===== src/rtl/sse_pkg.sv =====
package sse_pkg;

    localparam int BYTE_W = 8;
    localparam int LEN_W  = 16;

    localparam logic [BYTE_W-1:0] OP_LOOP_ON  = 8'h84;
    localparam logic [BYTE_W-1:0] OP_LOOP_OFF = 8'h85;
    localparam logic [BYTE_W-1:0] OP_RELEASE  = 8'h87;
    localparam logic [BYTE_W-1:0] ERR_MARK    = 8'hFA;

    // fields of a transfer opcode
    typedef struct packed {
        logic rd;        // bit 5
        logic wr;        // bit 4
        logic lsb_first; // bit 3
        logic smp_fall;  // bit 2
        logic bit_mode;  // bit 1
        logic drv_fall;  // bit 0
    } xfer_mode_t;

    typedef enum logic [2:0] {
        S_IDLE,
        S_LEN_LO,
        S_LEN_HI,
        S_PAYLOAD,
        S_LAUNCH,
        S_SHIFT,
        S_RESULT,
        S_ERR_MARK
    } seq_state_t;

    function automatic logic is_xfer_op(input logic [BYTE_W-1:0] op);
        return (op[7:6] == 2'b00) && (op[5:4] != 2'b00);
    endfunction

    function automatic xfer_mode_t decode_mode(input logic [BYTE_W-1:0] op);
        xfer_mode_t m;
        m.drv_fall  = op[0];
        m.bit_mode  = op[1];
        m.smp_fall  = op[2];
        m.lsb_first = op[3];
        m.wr        = op[4];
        m.rd        = op[5];
        return m;
    endfunction

endpackage


===== src/rtl/sse_bit_shifter.sv =====
module sse_bit_shifter
    import sse_pkg::*;
(
    input  logic              clk,
    input  logic              rst,
    input  logic              start,
    input  logic              wr_en,
    input  logic              lsb_first,
    input  logic              smp_fall,
    input  logic              drv_fall,
    input  logic [BYTE_W-1:0] tx_byte,
    input  logic [3:0]        nbits,
    input  logic              tick,
    input  logic              sdi_in,
    output logic              sck,
    output logic              sdo,
    output logic              busy,
    output logic              done,
    output logic [BYTE_W-1:0] rx_byte
);

    logic [BYTE_W-1:0] tx_q, rx_q, tx_adv, rx_cap;
    logic [3:0]        left_q;
    logic              phase_q, act_q, sck_q, sdo_q, done_q;
    logic              wr_q, lsb_q, smpf_q, drvf_q;
    logic              next_bit;

    always_comb begin
        next_bit = lsb_q ? tx_q[0] : tx_q[BYTE_W-1];
        tx_adv   = lsb_q ? {1'b0, tx_q[BYTE_W-1:1]} : {tx_q[BYTE_W-2:0], 1'b0};
        rx_cap   = lsb_q ? {sdi_in, rx_q[BYTE_W-1:1]} : {rx_q[BYTE_W-2:0], sdi_in};
    end

    always_ff @(posedge clk) begin
        if (rst) begin
            tx_q    <= '0;
            rx_q    <= '0;
            left_q  <= '0;
            phase_q <= 1'b0;
            act_q   <= 1'b0;
            sck_q   <= 1'b0;
            sdo_q   <= 1'b0;
            done_q  <= 1'b0;
            wr_q    <= 1'b0;
            lsb_q   <= 1'b0;
            smpf_q  <= 1'b0;
            drvf_q  <= 1'b0;
        end else begin
            done_q <= 1'b0;
            if (start) begin
                wr_q    <= wr_en;
                lsb_q   <= lsb_first;
                smpf_q  <= smp_fall;
                drvf_q  <= drv_fall;
                rx_q    <= '0;
                left_q  <= nbits;
                phase_q <= 1'b0;
                act_q   <= 1'b1;
                if (wr_en && drv_fall) begin
                    // first bit goes out before the first rising edge
                    sdo_q <= lsb_first ? tx_byte[0] : tx_byte[BYTE_W-1];
                    tx_q  <= lsb_first ? {1'b0, tx_byte[BYTE_W-1:1]}
                                       : {tx_byte[BYTE_W-2:0], 1'b0};
                end else begin
                    tx_q <= tx_byte;
                end
            end else if (act_q && tick) begin
                if (!phase_q) begin
                    // rising edge
                    sck_q   <= 1'b1;
                    phase_q <= 1'b1;
                    if (wr_q && !drvf_q) begin
                        sdo_q <= next_bit;
                        tx_q  <= tx_adv;
                    end
                    if (!smpf_q) rx_q <= rx_cap;
                end else begin
                    // falling edge closes the bit
                    sck_q   <= 1'b0;
                    phase_q <= 1'b0;
                    left_q  <= left_q - 4'd1;
                    if (wr_q && drvf_q && (left_q != 4'd1)) begin
                        sdo_q <= next_bit;
                        tx_q  <= tx_adv;
                    end
                    if (smpf_q) rx_q <= rx_cap;
                    if (left_q == 4'd1) begin
                        act_q  <= 1'b0;
                        done_q <= 1'b1;
                    end
                end
            end
        end
    end

    assign sck     = sck_q;
    assign sdo     = sdo_q;
    assign busy    = act_q;
    assign done    = done_q;
    assign rx_byte = rx_q;

    // the serial clock moves only on a tick
    assert_sck_on_tick_R5: assert property (@(posedge clk) disable iff (rst)
        !tick |=> $stable(sck_q));

    // the clock rests low outside a transfer
    assert_sck_idle_low_R5: assert property (@(posedge clk) disable iff (rst)
        !act_q |-> !sck_q);

endmodule


===== src/rtl/sse_resp_buf.sv =====
module sse_resp_buf
    import sse_pkg::*;
#(
    parameter int DEPTH = 8
) (
    input  logic              clk,
    input  logic              rst,
    input  logic              push,
    input  logic [BYTE_W-1:0] push_data,
    input  logic              release_req,
    input  logic              out_ready,
    output logic              out_valid,
    output logic [BYTE_W-1:0] out_data,
    output logic              full
);

    localparam int AW = (DEPTH > 1) ? $clog2(DEPTH) : 1;
    localparam int CW = AW + 1;

    logic [BYTE_W-1:0] mem_q [DEPTH];
    logic [AW-1:0]     wp_q, rp_q;
    logic [CW-1:0]     cnt_q, cnt_nx;
    logic              rel_q, pop;

    assign full      = (cnt_q == CW'(DEPTH));
    assign out_valid = rel_q && (cnt_q != '0);
    assign out_data  = mem_q[rp_q];
    assign pop       = out_valid && out_ready;
    assign cnt_nx    = cnt_q + CW'(push) - CW'(pop);

    always_ff @(posedge clk) begin
        if (push) mem_q[wp_q] <= push_data;
    end

    always_ff @(posedge clk) begin
        if (rst) begin
            wp_q  <= '0;
            rp_q  <= '0;
            cnt_q <= '0;
            rel_q <= 1'b0;
        end else begin
            if (push) wp_q <= (wp_q == AW'(DEPTH - 1)) ? '0 : wp_q + AW'(1);
            if (pop)  rp_q <= (rp_q == AW'(DEPTH - 1)) ? '0 : rp_q + AW'(1);
            cnt_q <= cnt_nx;
            if (release_req || (cnt_nx == CW'(DEPTH))) rel_q <= 1'b1;
            else if (cnt_nx == '0)                     rel_q <= 1'b0;
        end
    end

    assert_no_overflow_R10: assert property (@(posedge clk) disable iff (rst)
        full |-> !push);

    assert_hold_while_stalled_R10: assert property (@(posedge clk) disable iff (rst)
        (out_valid && !out_ready) |=> (out_valid && $stable(out_data)));

endmodule


===== src/rtl/serial_cmd_engine.sv =====
module serial_cmd_engine
    import sse_pkg::*;
#(
    parameter int RESP_DEPTH = 8
) (
    input  logic              clk,
    input  logic              rst,
    input  logic              in_valid,
    input  logic [BYTE_W-1:0] in_data,
    output logic              in_ready,
    output logic              out_valid,
    output logic [BYTE_W-1:0] out_data,
    input  logic              out_ready,
    input  logic              tick,
    output logic              sck,
    output logic              sdo,
    input  logic              sdi
);

    seq_state_t        state_q, after_byte;
    xfer_mode_t        mode_q;
    logic [LEN_W-1:0]  len_q;
    logic [3:0]        nbits_q;
    logic [BYTE_W-1:0] tx_q, err_op_q, rx_byte, push_data;
    logic              loop_q, err_second_q;
    logic              accept, push, buf_full, release_req;
    logic              sh_start, sh_busy, sh_done, sdi_eff;

    assign in_ready = (state_q == S_IDLE) || (state_q == S_LEN_LO) ||
                      (state_q == S_LEN_HI) || (state_q == S_PAYLOAD);
    assign accept      = in_valid && in_ready;
    assign sh_start    = (state_q == S_LAUNCH);
    assign release_req = accept && (state_q == S_IDLE) && (in_data == OP_RELEASE);
    assign sdi_eff     = loop_q ? sdo : sdi;
    // state after one byte has been shifted (and answered)
    assign after_byte  = (len_q == '0) ? S_IDLE : (mode_q.wr ? S_PAYLOAD : S_LAUNCH);

    always_comb begin
        push      = 1'b0;
        push_data = rx_byte;
        if (state_q == S_RESULT) begin
            push = !buf_full;
        end else if (state_q == S_ERR_MARK) begin
            push      = !buf_full;
            push_data = err_second_q ? err_op_q : ERR_MARK;
        end
    end

    always_ff @(posedge clk) begin
        if (rst) begin
            state_q      <= S_IDLE;
            mode_q       <= '0;
            len_q        <= '0;
            nbits_q      <= '0;
            tx_q         <= '0;
            err_op_q     <= '0;
            err_second_q <= 1'b0;
            loop_q       <= 1'b0;
        end else begin
            unique case (state_q)
                S_IDLE: if (accept) begin
                    if (is_xfer_op(in_data)) begin
                        mode_q  <= decode_mode(in_data);
                        state_q <= S_LEN_LO;
                    end else if (in_data == OP_LOOP_ON) begin
                        loop_q <= 1'b1;
                    end else if (in_data == OP_LOOP_OFF) begin
                        loop_q <= 1'b0;
                    end else if (in_data != OP_RELEASE) begin
                        err_op_q     <= in_data;
                        err_second_q <= 1'b0;
                        state_q      <= S_ERR_MARK;
                    end
                end
                S_LEN_LO: if (accept) begin
                    if (mode_q.bit_mode) begin
                        len_q   <= '0;
                        nbits_q <= {1'b0, in_data[2:0]} + 4'd1;
                        state_q <= mode_q.wr ? S_PAYLOAD : S_LAUNCH;
                    end else begin
                        len_q[7:0] <= in_data;
                        state_q    <= S_LEN_HI;
                    end
                end
                S_LEN_HI: if (accept) begin
                    len_q[LEN_W-1:8] <= in_data;
                    nbits_q          <= 4'd8;
                    state_q          <= mode_q.wr ? S_PAYLOAD : S_LAUNCH;
                end
                S_PAYLOAD: if (accept) begin
                    tx_q    <= in_data;
                    state_q <= S_LAUNCH;
                end
                S_LAUNCH: state_q <= S_SHIFT;
                S_SHIFT: if (sh_done) begin
                    if (mode_q.rd) begin
                        state_q <= S_RESULT;
                    end else begin
                        state_q <= after_byte;
                        if (len_q != '0) len_q <= len_q - LEN_W'(1);
                    end
                end
                S_RESULT: if (!buf_full) begin
                    state_q <= after_byte;
                    if (len_q != '0) len_q <= len_q - LEN_W'(1);
                end
                S_ERR_MARK: if (!buf_full) begin
                    err_second_q <= !err_second_q;
                    if (err_second_q) state_q <= S_IDLE;
                end
                default: state_q <= S_IDLE;
            endcase
        end
    end

    sse_bit_shifter u_shift (
        .clk       (clk),
        .rst       (rst),
        .start     (sh_start),
        .wr_en     (mode_q.wr),
        .lsb_first (mode_q.lsb_first),
        .smp_fall  (mode_q.smp_fall),
        .drv_fall  (mode_q.drv_fall),
        .tx_byte   (tx_q),
        .nbits     (nbits_q),
        .tick      (tick),
        .sdi_in    (sdi_eff),
        .sck       (sck),
        .sdo       (sdo),
        .busy      (sh_busy),
        .done      (sh_done),
        .rx_byte   (rx_byte)
    );

    sse_resp_buf #(.DEPTH(RESP_DEPTH)) u_resp (
        .clk         (clk),
        .rst         (rst),
        .push        (push),
        .push_data   (push_data),
        .release_req (release_req),
        .out_ready   (out_ready),
        .out_valid   (out_valid),
        .out_data    (out_data),
        .full        (buf_full)
    );

    // input is never taken while a byte is on the wire
    assert_no_take_while_shifting_R11: assert property (@(posedge clk) disable iff (rst)
        in_ready |-> !sh_busy);

    // loopback setting moves only when a byte is accepted
    assert_loop_static_R8: assert property (@(posedge clk) disable iff (rst)
        !accept |=> $stable(loop_q));

endmodule


===== config.mk =====
export PLATFORM = sky130hd
export DESIGN_NAME = serial_cmd_engine
export DESIGN_NICKNAME = d
export VERILOG_FILES = /design/src/rtl/sse_pkg.sv /design/src/rtl/sse_bit_shifter.sv /design/src/rtl/sse_resp_buf.sv /design/src/rtl/serial_cmd_engine.sv
export SDC_FILE = /design/constraint.sdc
export NUM_CORES = 1
export LEC_CHECK = 0
export BUFFER_PORTS_ARGS = -buffer_cell sky130_fd_sc_hd__buf_2
export CORE_ASPECT_RATIO = 2
export CORE_MARGIN = 2
export CORE_UTILIZATION = 45
export CTS_CLUSTER_SIZE = 12
export DETAILED_ROUTE_END_ITERATION = 7
export REMOVE_ABC_BUFFERS = 1
export SYNTH_ARGS = -nofsm -noshare
export SYNTH_HDL_FRONTEND = slang
export SYNTH_SLANG_ARGS = --single-unit
export TNS_END_PERCENT = 5

===== constraint.sdc =====
create_clock -name clk -period 3.6 [get_ports clk]
set_input_delay 0 -clock clk [delete_from_list [all_inputs] [get_ports clk]]
set_output_delay 0 -clock clk [all_outputs]
set_load 0.05 [all_outputs]

==> implementation parameters, run 1 <==
Parameter                              Value

Run
  Count of max-cap constraint violations    0

Placement
  Setup Slack @ Placement    between 0.8 and 0.9 ns
  Global placement routability congestion    around 0.87
  Final HPWL from detailed placement    between 10 and 15 mm
  Placed cell areas    7620 um^2
  Buffers added on ports    25

Critical path
  Flop-to-flop setup slack    0.82 ns
  Sort of element at the end of the critical path    flop
  Worst path required time    3.87 ns
  Critical path launch point type    flop
  Data arrival, critical path    3.05 ns
  Depth of the worst register-to-register path    11
  CP max FO    9
  Worst reg2reg path endpoint    u_resp.rel_q
  Critical setup path kind    reg2reg
  RR Startpoint    u_resp.cnt_q[2]

Floorplan
  Total Die Area    between 15000 and 20000 um^2
  Die Width    approximately 94 um
  Initial core utilization    45.5%
  I/O pin count    26
  Core region area    16100 um^2
  Row count    between 60 and 70
  Vert. Die Dim    185 um

Yosys
  Synth cell types    65
  Post-synthesis sequential element count    154
  Dominant synthesized flop cell    sky130_fd_sc_hd__dfxtp_1
  Xor and xnor area share after synthesis    ~1.8%
  Main combinational cell family by area after synthesis    simple AND/OR/NAND/NOR gates
  Synth Cell Area    7330 um^2
  Fraction of the mapped netlist area in compound gates    about 13%
  Area share of fa/ha/maj cells after synthesis    approximately 3.0%
  Portion of the post-synthesis area used by sequential elements    50.8%
  Number of standard cells after synthesis    around 700
  Number of warnings printed during yosys synthesis    0
  Post-Synthesis Mean Instance Area    10.5 um^2
  Area share of and/or/nand/nor cells after synthesis    15.3%
  Mux cell area share after synthesis    ~13%
  Share of async-settable or async-resettable flops after synthesis    0%
  Number of flops mapped to enable cells by yosys    64

Clock network
  Skew-Pair Late Insertion Delay    approximately 0.42 ns
  Clock tree from TritonCTS    done
  Clk sinks    around 150
  Clk Tree Root Cell    sky130_fd_sc_hd__clkbuf_16
  Number of CTS-inserted buffers    17
  Clock Tree Buf Depth    2
  H-tree Lvls    4
  Clock transition at the registers of the reported paths    0.06 ns
  Number of resized instances in the post-cts repair step    0

Timing
  Final period util    77.2%
  Relative max-transition margin    32.2%
  Final total negative setup slack    0 ns
  Final period demand of the worst path    2.78 ns
  RSZ-0062 raised after global routing    false
  Hold Vio Cnt, Final    0
  Total of endpoints with negative setup slack in the final report    0
  Highest Clock Rate    360 MHz
  Worst Setup Slack, final    between 0.8 and 0.9 ns
  Worst slew pin tran    1.01 ns
  Final Max Tran Viols    0
  Post-Route Skew    0.00834 ns

Detailed routing
  Starting DRT DRC Count    347
  Post-detailed-route via-to-cell ratio    5.68
  Final wirelength    16.1 mm
  Antenna Nets Post-Route    0
  Met3 WL    657 um
  Detailed-route via count    5326
  Per-cell routed wire length    17.2 um
  Number of optimization iterations in the first detailed-route pass    4
  Metal1 wirelength    ~7.3 mm
  Highest routed layer    met4
  Wire length on met2    7.87 mm
  Total DRC errors in the routed layout    0

Power
  Peak VDD IR    0.000499 V
  Clock power frac    between 20% and 30%
  Leakage power figure    0.00292 uW
  Part of the power in combinational logic    32.4%
  Cell-internal power    approximately 3800 uW
  Net switching component of the power    2110 uW
  Switching power share of the total    a little over a third
  Cell area power density    707 nW/um^2
  Sequential cell fraction of total power    38.3%

Run status
  Run status    finished, final reports clean

Global routing
  Wire length of the first global-routing pass    26.7 mm
  Pin count of the biggest net entering global routing    70
  Antenna violations before repair    0
  Overall track demand over capacity in global routing    19.9%
  Number of global-route vias before repair    5168
  Global route overflow    0

Layout
  Total Nets Final    751
  Share of cells above drive strength 1    15.1%
  Layout overhead on the synthesized area    13.0%
  Diodes inserted    0
  Final Instance Area    8290 um^2

Hold path
  Hold Path Cell Cnt    4
  Worst min path class    in2reg
  Hold Path Origin    tick
  WHS Endpoint    u_shift.phase_q
## Yosys cell counts (8+ instances only)
cell type | count | area share [%]
sky130_fd_sc_hd__dfxtp_1 | 90 | 25
sky130_fd_sc_hd__nand2_1 | 70 | 3.6
sky130_fd_sc_hd__edfxtp_1 | 64 | 26
sky130_fd_sc_hd__nor2_1 | 62 | 3.2
sky130_fd_sc_hd__a21oi_1 | 54 | 3.7
sky130_fd_sc_hd__mux2i_1 | 41 | 5.6
sky130_fd_sc_hd__clkbuf_1 | 29 | 1.5
sky130_fd_sc_hd__inv_1 | 23 | 1.2
sky130_fd_sc_hd__a211oi_1 | 21 | 2.2
sky130_fd_sc_hd__nor3_1 | 20 | 1.4
sky130_fd_sc_hd__nand3_1 | 17 | 1.2
sky130_fd_sc_hd__ha_1 | 16 | 2.7
sky130_fd_sc_hd__mux4_2 | 16 | 4.9
sky130_fd_sc_hd__o21ai_0 | 16 | 1.1
sky130_fd_sc_hd__mux2_2 | 14 | 2.2
sky130_fd_sc_hd__nor2b_1 | 12 | 1.0
sky130_fd_sc_hd__nand2b_1 | 9 | 0.77
sky130_fd_sc_hd__xor2_1 | 8 | 0.96
## cell families after synthesis
logic type,Yosys count
mux,71
buf+inv,67
compound gates,141
xor+xnor,15
fa+ha+maj,17
flops,154
simple gates,231
## sequential cells by signal, summed over array words and instances, names as in the netlist, 3 cells and up, named ones only
signal,flops
u_shift.rx_byte,8
u_shift.left_q,4
tx_q,8
err_op_q,8
mode_q,6
len_q,16
u_resp.rp_q,3
state_q,3
u_resp.cnt_q,4
u_resp.mem_q,64
u_shift.tx_q,8
u_resp.wp_q,3
nbits_q,4
## how the worst max path moves through the flow
| stage | from | to | slack (ns) | depth (start not counted) |
|---|---|---|---|---|
| 2_1_floorplan | u_resp.cnt_q[2] | u_resp.rel_q | 0.43 | 13 |
| 3_3_place_gp | u_resp.cnt_q[2] | u_resp.rel_q | 0.85 | 11 |
| 3_5_place_dp | u_resp.cnt_q[2] | u_resp.rel_q | 0.81 | 11 |
| 4_1_cts | u_resp.cnt_q[2] | u_resp.rel_q | 0.78 | 11 |
| 5_1_grt | u_resp.cnt_q[2] | u_resp.rel_q | 0.55 | 11 |
| 6_report | u_resp.cnt_q[2] | u_resp.rel_q | 0.82 | 11 |
## cells in the final DEF (no fill, tap or decap), types with 12 or more instances in the layout
master and count:
sky130_fd_sc_hd__a211oi_1 21, sky130_fd_sc_hd__inv_1 23, sky130_fd_sc_hd__nor2_1 62, sky130_fd_sc_hd__nor2b_1 12, sky130_fd_sc_hd__clkbuf_16 17, sky130_fd_sc_hd__o21ai_0 16
sky130_fd_sc_hd__dfxtp_1 90, sky130_fd_sc_hd__buf_4 13, sky130_fd_sc_hd__mux2_2 14, sky130_fd_sc_hd__edfxtp_1 64, sky130_fd_sc_hd__nor3_1 20, sky130_fd_sc_hd__nand3_1 17
sky130_fd_sc_hd__mux2i_1 41, sky130_fd_sc_hd__mux4_2 16, sky130_fd_sc_hd__ha_1 16, sky130_fd_sc_hd__buf_2 25, sky130_fd_sc_hd__nand2_1 70, sky130_fd_sc_hd__a21oi_1 54
## critical path: stages, from the launching register on
cell	delay, ns
sky130_fd_sc_hd__dfxtp_1	0.30
sky130_fd_sc_hd__inv_1	0.09
sky130_fd_sc_hd__ha_1	0.16
sky130_fd_sc_hd__or3b_2	0.46
sky130_fd_sc_hd__nand3_1	0.28
sky130_fd_sc_hd__inv_1	0.16
sky130_fd_sc_hd__ha_1	0.26
sky130_fd_sc_hd__fa_1	0.41
sky130_fd_sc_hd__xnor2_1	0.21
sky130_fd_sc_hd__nand2_1	0.10
sky130_fd_sc_hd__mux2i_1	0.15
sky130_fd_sc_hd__a21oi_1	0.07
## per-stage QoR
| stage | power, uW | hold slack, ns | util (%) | cells |
|---|---|---|---|---|
| 2_1_floorplan | 3690 | 0.0646 | - | 653 |
| 3_3_place_gp | 4140 | 0.324 | 47.3 | 895 |
| 3_5_place_dp | 4160 | 0.333 | 47.3 | 895 |
| 4_1_cts | 5890 | 0.00229 | 51.5 | 937 |
| 5_1_grt | 6240 | 0.0499 | 51.5 | 937 |
| 6_report | 5860 | 0.0131 | 51.5 | 937 |
## power groups by stage
stage / logic, uW / registers (uW) / clock network, uW
after floorplan: 1450 / 2240 / 0
after global placement: 1860 / 2270 / 0
after detailed placement: 1880 / 2280 / 0
after CTS: 1900 / 2240 / 1750
after global routing: 2140 / 2280 / 1820
final: 1900 / 2250 / 1710
## cell type report
type	count	area (um^2)
inverters	24	90.1
repair buffers	48	323
clock buffers	18	429
well taps	204	255
flip-flops and latches	154	3720
clock inverters	14	135
fillers	1472	7820
multi-input cells	475	3330
## layer usage
layer	vias to the layer above	global-route usage [%]
li1	2609	-
met1	2562	27.0
met2	136	31.7
met3	19	3.72
met4	0	6.90
met5	-	0
## timing repair
action / in CTS / in global routing
hold buffers: 10 / 0
buffers inserted: 0 / 0
hold endpoints to repair: 31 / 0
Note: power is estimated with default switching activity, not from simulation.
==> run 2, diff against run 1 <==
==> constraint.sdc (replaced) <==
create_clock -name clk -period 2.7 [get_ports clk]
set_input_delay 0 -clock clk [delete_from_list [all_inputs] [get_ports clk]]
set_output_delay 0 -clock clk [all_outputs]
set_load 0.05 [all_outputs]
==> implementation parameters, run 2 (synthesis results as in run 1) <==
Parameter                              Value

Run status
  Run status    finished, final reports clean

Detailed routing
  Post-detailed-route via-to-cell ratio    5.61 (-1.3%)
  Total DRC errors in the routed layout    0 (unchanged)
  Antenna Nets Post-Route    0 (unchanged)
  Per-cell routed wire length    17.0 um (-0.94%)
  Final wirelength    16.2 mm (+0.54%)
  Detailed-route via count    5336 (+0.19%)
  Number of optimization iterations in the first detailed-route pass    6 (+2)
  Starting DRT DRC Count    386 (+11%)

Run
  Count of max-cap constraint violations    0 (unchanged)

Critical path
  Ordered cell list for the critical path    inv_1 > ha_1 > or3b_2 > nand3_1 > inv_1 > ha_2 > fa_1 > nor2_1 > nand2_1 > mux2i_1 > a21oi_1
  Delay of the slowest cell on the worst path    0.48 ns (+0.02 ns)
  Worst path most repeated cell    sky130_fd_sc_hd__inv_1
  Critical setup path kind    reg2reg
  CP max FO    4 (-5)
  Worst path required time    2.99 ns (-0.88 ns)
  Slowest library cell on the worst path    sky130_fd_sc_hd__fa_1
  CP delay by family, top    adder cells
  Data arrival, critical path    2.80 ns (-0.25 ns)
  Sort of element at the end of the critical path    flop
  Critical path launch point type    flop
  Buffers plus inverters on the worst setup path    2 (unchanged)

Power
  Leakage power figure    0.00299 uW (+2.6%)
  Part of the power in combinational logic    33.3% (+0.9 points)
  Clock power frac    29.4% (+0.2 points)
  Switching power share of the total    36.1% (+0.14 points)
  Cell-internal power    5100 uW (+36%)
  Peak VDD IR    0.000761 V (+53%)
  Cell area power density    947 nW/um^2 (+34%)
  Net switching component of the power    2880 uW (+37%)
  Sequential cell fraction of total power    37.3% (-1.0 points)

Timing
  Highest Clock Rate    398 MHz (+11%)
  Relative max-transition margin    37.3% (+5.1 points)
  Worst Setup Slack, final    0.188 ns (-0.632 ns)
  Hold Vio Cnt, Final    0 (unchanged)
  Final Max Tran Viols    0 (unchanged)
  Post-Route Skew    0.0166 ns (+0.00831 ns)
  Worst slew pin tran    0.930 ns (-0.0831 ns)
  Final period demand of the worst path    2.51 ns (-0.268 ns)
  Total of endpoints with negative setup slack in the final report    0 (unchanged)
  Final period util    93.1% (+16 points)
  RSZ-0062 raised after global routing    false

Layout
  Non-filler cells in the finished layout    951 (+1.5%)
  Largest reg by FF count    u_resp.mem_q
  Top Registers    u_resp.mem_q: 64 flops, len_q: 16 flops
  Most common cell after layout, fill and taps aside    sky130_fd_sc_hd__dfxtp_1
  Layout overhead on the synthesized area    15.0%
  Diodes inserted    0 (unchanged)
  Share of cells above drive strength 1    17.1% (+2.0 points)
  Final Core Density    52.3% (+0.88 points)
  Leading cell types in the layout, fill and taps excluded    90 x sky130_fd_sc_hd__dfxtp_1, 69 x sky130_fd_sc_hd__nand2_1, 64 x sky130_fd_sc_hd__edfxtp_1, 62 x sky130_fd_sc_hd__nor2_1, 54 x sky130_fd_sc_hd__a21oi_1
  Fill cell count    1453 (-1.3%)
  Area taken by flip-flops and latches    3720 um^2 (unchanged)
  Total Nets Final    765 (+1.9%)
  Flip-flop count of the largest register, all copies and words added    64 (unchanged)
  Combined area of the multi-input logic cells    3340 um^2 (+0.34%)

Placement
  Cell Count Post-Placement    907 (+1.3%)
  Buffers added on ports    25 (unchanged)
  Setup Slack @ Placement    0.148 ns (-0.658 ns)
  Global placement routability congestion    0.843 (-2.8%)
  Final HPWL from detailed placement    10.9 mm (+1.5%)

Floorplan
  Vert. Die Dim    185 um (unchanged)
  Row count    66 (unchanged)
  Core region area    16100 um^2 (unchanged)
  Total Die Area    17400 um^2 (unchanged)
  I/O pin count    26 (unchanged)
  Die Width    94.3 um (unchanged)
  Initial core utilization    45.5% (unchanged)

Clock network
  Clock transition at the registers of the reported paths    0.07 ns (about the same)
  Number of CTS-inserted buffers    17 (unchanged)
  Clock Tree Buf Depth    2 (unchanged)
  Clk sinks    154 (unchanged)
  Skew-Pair Late Insertion Delay    0.43 ns (about the same)
  H-tree Lvls    4 (unchanged)
  Clock tree from TritonCTS    done
  Clk Tree Root Cell    sky130_fd_sc_hd__clkbuf_16

Global routing
  Overall track demand over capacity in global routing    19.9% (about the same)
  Wire length of the first global-routing pass    26.8 mm (+0.39%)
  Global route overflow    0 (unchanged)
  Pin count of the biggest net entering global routing    70 (unchanged)
  Number of global-route vias before repair    5189 (+0.41%)
  Antenna violations before repair    0 (unchanged)

Hold path
  Worst min path class    in2reg
## run 2: worst paths after layout
path | startpoint | to | slack, ns | cells after the start
min | sdi | u_shift.rx_byte[0] | 0.10 | 5
max reg2reg | u_resp.cnt_q[2] | u_resp.rel_q | 0.19 | 11
min reg2reg | u_shift.wr_q | u_shift.wr_q | 0.46 | 2
max | u_resp.cnt_q[2] | u_resp.rel_q | 0.19 | 11
## run 2: cell type report
type	count	share of cell area, %
Sequential cell	154	44.2
Clock inverter	14	1.87
Multi-Input combinational cell	475	39.7
Inverter	24	1.07
Clock buffer	18	5.09
Timing Repair Buffer	62	5.11
Tap cell	204	3.03
## run 2: what timing repair did
action	CTS	global route
hold endpoints to repair	33	0
endpoints found under the setup margin	0	1
resized for setup	0	3
buffers inserted	0	1
hold buffers	11	0
## run 2: metal layers
| metal | routed length [um] | global-route usage (%) | vias to the layer above |
|---|---|---|---|
| met4 | 236 | 6.14 | 0 |
| met2 | 7930 | 32.2 | 93 |
| met5 | 0 | 0 | - |
| li1 | - | - | 2646 |
| met3 | 518 | 3.56 | 16 |
| met1 | 7490 | 27.0 | 2581 |
## run 2: power by group through the flow
stage                     registers, uW  clock network, uW  logic [uW]
after floorplan                    2990                  0        1930
after global placement             3020                  0        2590
after detailed placement           3030                  0        2610
after CTS                          2980               2400        2650
after global routing               3020               2480        2930
final                              2980               2340        2660
## run 2: stage by stage
stage	setup TNS, ns	instance area, um^2	total power [uW]	hold WS [ns]
2_1_floorplan	-3.30	7140	4910	0.0646
3_3_place_gp	0	7710	5610	0.334
3_5_place_dp	0	7710	5640	0.341
5_1_grt	0	8430	8430	0.127
6_report	0	8430	7980	0.100
4_1_cts	0	8410	8020	0.0765
## run 2: tightest hold or removal path, stage by stage
cell,delay (ns)
sky130_fd_sc_hd__buf_2,0.08
sky130_fd_sc_hd__mux2i_1,0.10
sky130_fd_sc_hd__o21ai_0,0.17
sky130_fd_sc_hd__mux2i_1,0.07
sky130_fd_sc_hd__nor2_1,0.07
==> run 3, diff against run 2 <==
--- a/config.mk
+++ b/config.mk
@@ -6,9 +6,9 @@
 export NUM_CORES = 1
 export LEC_CHECK = 0
 export BUFFER_PORTS_ARGS = -buffer_cell sky130_fd_sc_hd__buf_2
-export CORE_ASPECT_RATIO = 2
+export CORE_ASPECT_RATIO = 1.25
 export CORE_MARGIN = 2
-export CORE_UTILIZATION = 45
+export CORE_UTILIZATION = 35
 export CTS_CLUSTER_SIZE = 12
 export DETAILED_ROUTE_END_ITERATION = 7
 export REMOVE_ABC_BUFFERS = 1
==> implementation parameters, run 3 (synthesis results as in run 1) <==
Parameter                              Value

Layout
  Flip-flop count of the largest register, all copies and words added    64 (unchanged)
  Most common cell after layout, fill and taps aside    sky130_fd_sc_hd__dfxtp_1
  Top Registers    u_resp.mem_q: 64 flops, len_q: 16 flops
  Total Nets Final    765 (unchanged)
  Fill cell count    2048 (+41%)
  Layout overhead on the synthesized area    17.3%
  Largest reg by FF count    u_resp.mem_q
  Diodes inserted    0 (unchanged)
  Leading cell types in the layout, fill and taps excluded    90 x sky130_fd_sc_hd__dfxtp_1, 70 x sky130_fd_sc_hd__nand2_1, 64 x sky130_fd_sc_hd__edfxtp_1, 62 x sky130_fd_sc_hd__nor2_1, 54 x sky130_fd_sc_hd__a21oi_1
  Share of cells above drive strength 1    17.1% (unchanged)

Timing
  Final Max Tran Viols    0 (unchanged)
  Hold Vio Cnt, Final    0 (unchanged)
  RSZ-0062 raised after global routing    false
  Worst slew pin tran    0.998 ns (+0.0684 ns)
  Final hold slack    0.141 ns (+0.0408 ns)
  Post-Route Skew    0.0101 ns (-0.00651 ns)
  Total of endpoints with negative setup slack in the final report    0 (unchanged)
  Final period util    92.5% (-0.55 points)
  Highest Clock Rate    400 MHz (+0.59%)
  Final period demand of the worst path    2.50 ns (-0.0148 ns)
  Relative max-transition margin    32.7% (-4.6 points)

Run status
  Run status    finished, final reports clean

Global routing
  Antenna violations before repair    0 (unchanged)
  Pin count of the biggest net entering global routing    70 (unchanged)
  Fraction of met2 tracks used by global routing    26.5% (-5.7 points)
  Wire length of the first global-routing pass    26.8 mm (+0.26%)
  Number of global-route vias before repair    5163 (-0.50%)
  Global-route track usage on met1    19.1% (-7.9 points)
  Overall track demand over capacity in global routing    15.4% (-4.5 points)
  Global route overflow    0 (unchanged)
  Most crowded layer after global routing    met2
  Global routing usage on met3    2.93% (-0.63 points)

Placement
  Buffers added on ports    25 (unchanged)
  Final HPWL from detailed placement    11.0 mm (+1.1%)
  Global placement routability congestion    0.845 (+0.33%)

Hold path
  Worst min path class    in2reg
  Hold Path Cell Cnt    4 (-1)
  Hold Path Origin    rst
  WHS Endpoint    len_q[3]

Clock network
  Number of CTS-inserted buffers    17 (unchanged)
  H-tree Lvls    4 (unchanged)
  Clock transition at the registers of the reported paths    0.07 ns (about the same)
  Clock Tree Buf Depth    2 (unchanged)
  Clk sinks    154 (unchanged)
  Clk Tree Root Cell    sky130_fd_sc_hd__clkbuf_16
  Clock tree from TritonCTS    done
  Skew-Pair Late Insertion Delay    0.43 ns (about the same)

Critical path
  Critical setup path kind    reg2reg
  Data arrival, critical path    2.78 ns (-0.02 ns)
  CP max FO    4 (unchanged)
  Critical path launch point type    flop
  Sort of element at the end of the critical path    flop
  Worst reg2reg path endpoint    u_resp.rel_q
  Flop-to-flop setup slack    0.20 ns (about the same)
  Depth of the worst register-to-register path    11 (unchanged)
  Worst path required time    2.98 ns (about the same)
  RR Startpoint    u_resp.cnt_q[2]

Detailed routing
  Starting DRT DRC Count    323 (-16%)
  Total DRC errors in the routed layout    0 (unchanged)
  Final wirelength    16.6 mm (+2.4%)
  Per-cell routed wire length    16.2 um (-4.7%)
  Antenna Nets Post-Route    0 (unchanged)
  Post-detailed-route via-to-cell ratio    5.18 (-7.7%)
  Detailed-route via count    5286 (-0.94%)
  Number of optimization iterations in the first detailed-route pass    5 (-1)

Floorplan
  Die Width    133 um (+42%)
  Row count    59 (-11%)
  Vert. Die Dim    166 um (-10%)
  Initial core utilization    35.5% (-10 points)
  I/O pin count    26 (unchanged)
  Core region area    20700 um^2 (+28%)
  Total Die Area    22100 um^2 (+27%)

Power
  Peak VDD IR    0.000657 V (-14%)
  Sum of internal, switching and leakage power    8320 uW (+4.3%)
  Leakage power figure    0.00303 uW (+1.3%)
  Cell area power density    967 nW/um^2 (+2.2%)

Run
  Count of max-cap constraint violations    0 (unchanged)
run 3: cell types whose count changed in the layout (fill, tap and decap cells not counted), sizes merged:
cell,change
bufinv,+5
clkinv,-5
clkinvlp,+1
inv,-1
run 3: layout make-up:
class	instances	area, um^2	share of cell area [%]
sequential	154	3720	43.3
multi-input combinational	475	3340	38.9
tap	274	343	3.99
clock inverter	14	241	2.81
timing repair buffer	62	430	5.00
clock buffer	18	429	4.99
inverter	24	90.1	1.05
run 3: how the worst max path moves through the flow:
stage | start | endpoint | slack, ns | cells after the start
after CTS | u_resp.cnt_q[2] | u_resp.rel_q | 0.15 | 11
after global routing | u_resp.cnt_q[2] | u_resp.rel_q | 0.03 | 13
after floorplan | u_resp.cnt_q[2] | u_resp.rel_q | -0.47 | 13
final | u_resp.cnt_q[2] | u_resp.rel_q | 0.20 | 11
after detailed placement | u_resp.cnt_q[2] | u_resp.rel_q | 0.15 | 11
after global placement | u_resp.cnt_q[2] | u_resp.rel_q | 0.23 | 11
run 3: repair_timing:
action	in CTS	in global routing
endpoints found under the hold margin	30	0
endpoints found under the setup margin	0	1
hold buffers	11	0
setup buffers	0	1
resized for setup	0	3
run 3: power breakdown:
part / total (uW) / internal (uW) / switching (uW)
Combinational: 2630 / 1080 / 1560
Clock: 2700 / 1740 / 961
Sequential: 2990 / 2720 / 265
run 3: critical path, cell delays in order (launching register included):
cell and delay [ns]:
sky130_fd_sc_hd__dfxtp_1 0.30, sky130_fd_sc_hd__inv_1 0.09, sky130_fd_sc_hd__ha_1 0.16, sky130_fd_sc_hd__or3b_2 0.46, sky130_fd_sc_hd__nand3_1 0.12, sky130_fd_sc_hd__inv_1 0.10, sky130_fd_sc_hd__ha_2 0.21, sky130_fd_sc_hd__fa_2 0.54
sky130_fd_sc_hd__nor2_1 0.04, sky130_fd_sc_hd__nand2_1 0.07, sky130_fd_sc_hd__mux2i_1 0.18, sky130_fd_sc_hd__a21oi_1 0.08
run 3: stage by stage:
stage | util [%] | TNS, ns | setup slack (ns) | instances | area (um^2)
after floorplan | - | -3.30 | -0.473 | 653 | 7140
after global placement | 37.7 | 0 | 0.231 | 977 | 7800
after detailed placement | 37.7 | 0 | 0.154 | 977 | 7800
after CTS | 41.5 | 0 | 0.146 | 1020 | 8580
after global routing | 41.6 | 0 | 0.0255 | 1021 | 8600
final | 41.6 | 0 | 0.202 | 1021 | 8600
run 3: layer usage:
metal | vias up | routed length, um
met1 | 2554 | 7280
li1 | 2637 | -
met4 | 0 | 210
met2 | 79 | 8600
met5 | - | 0
met3 | 16 | 470
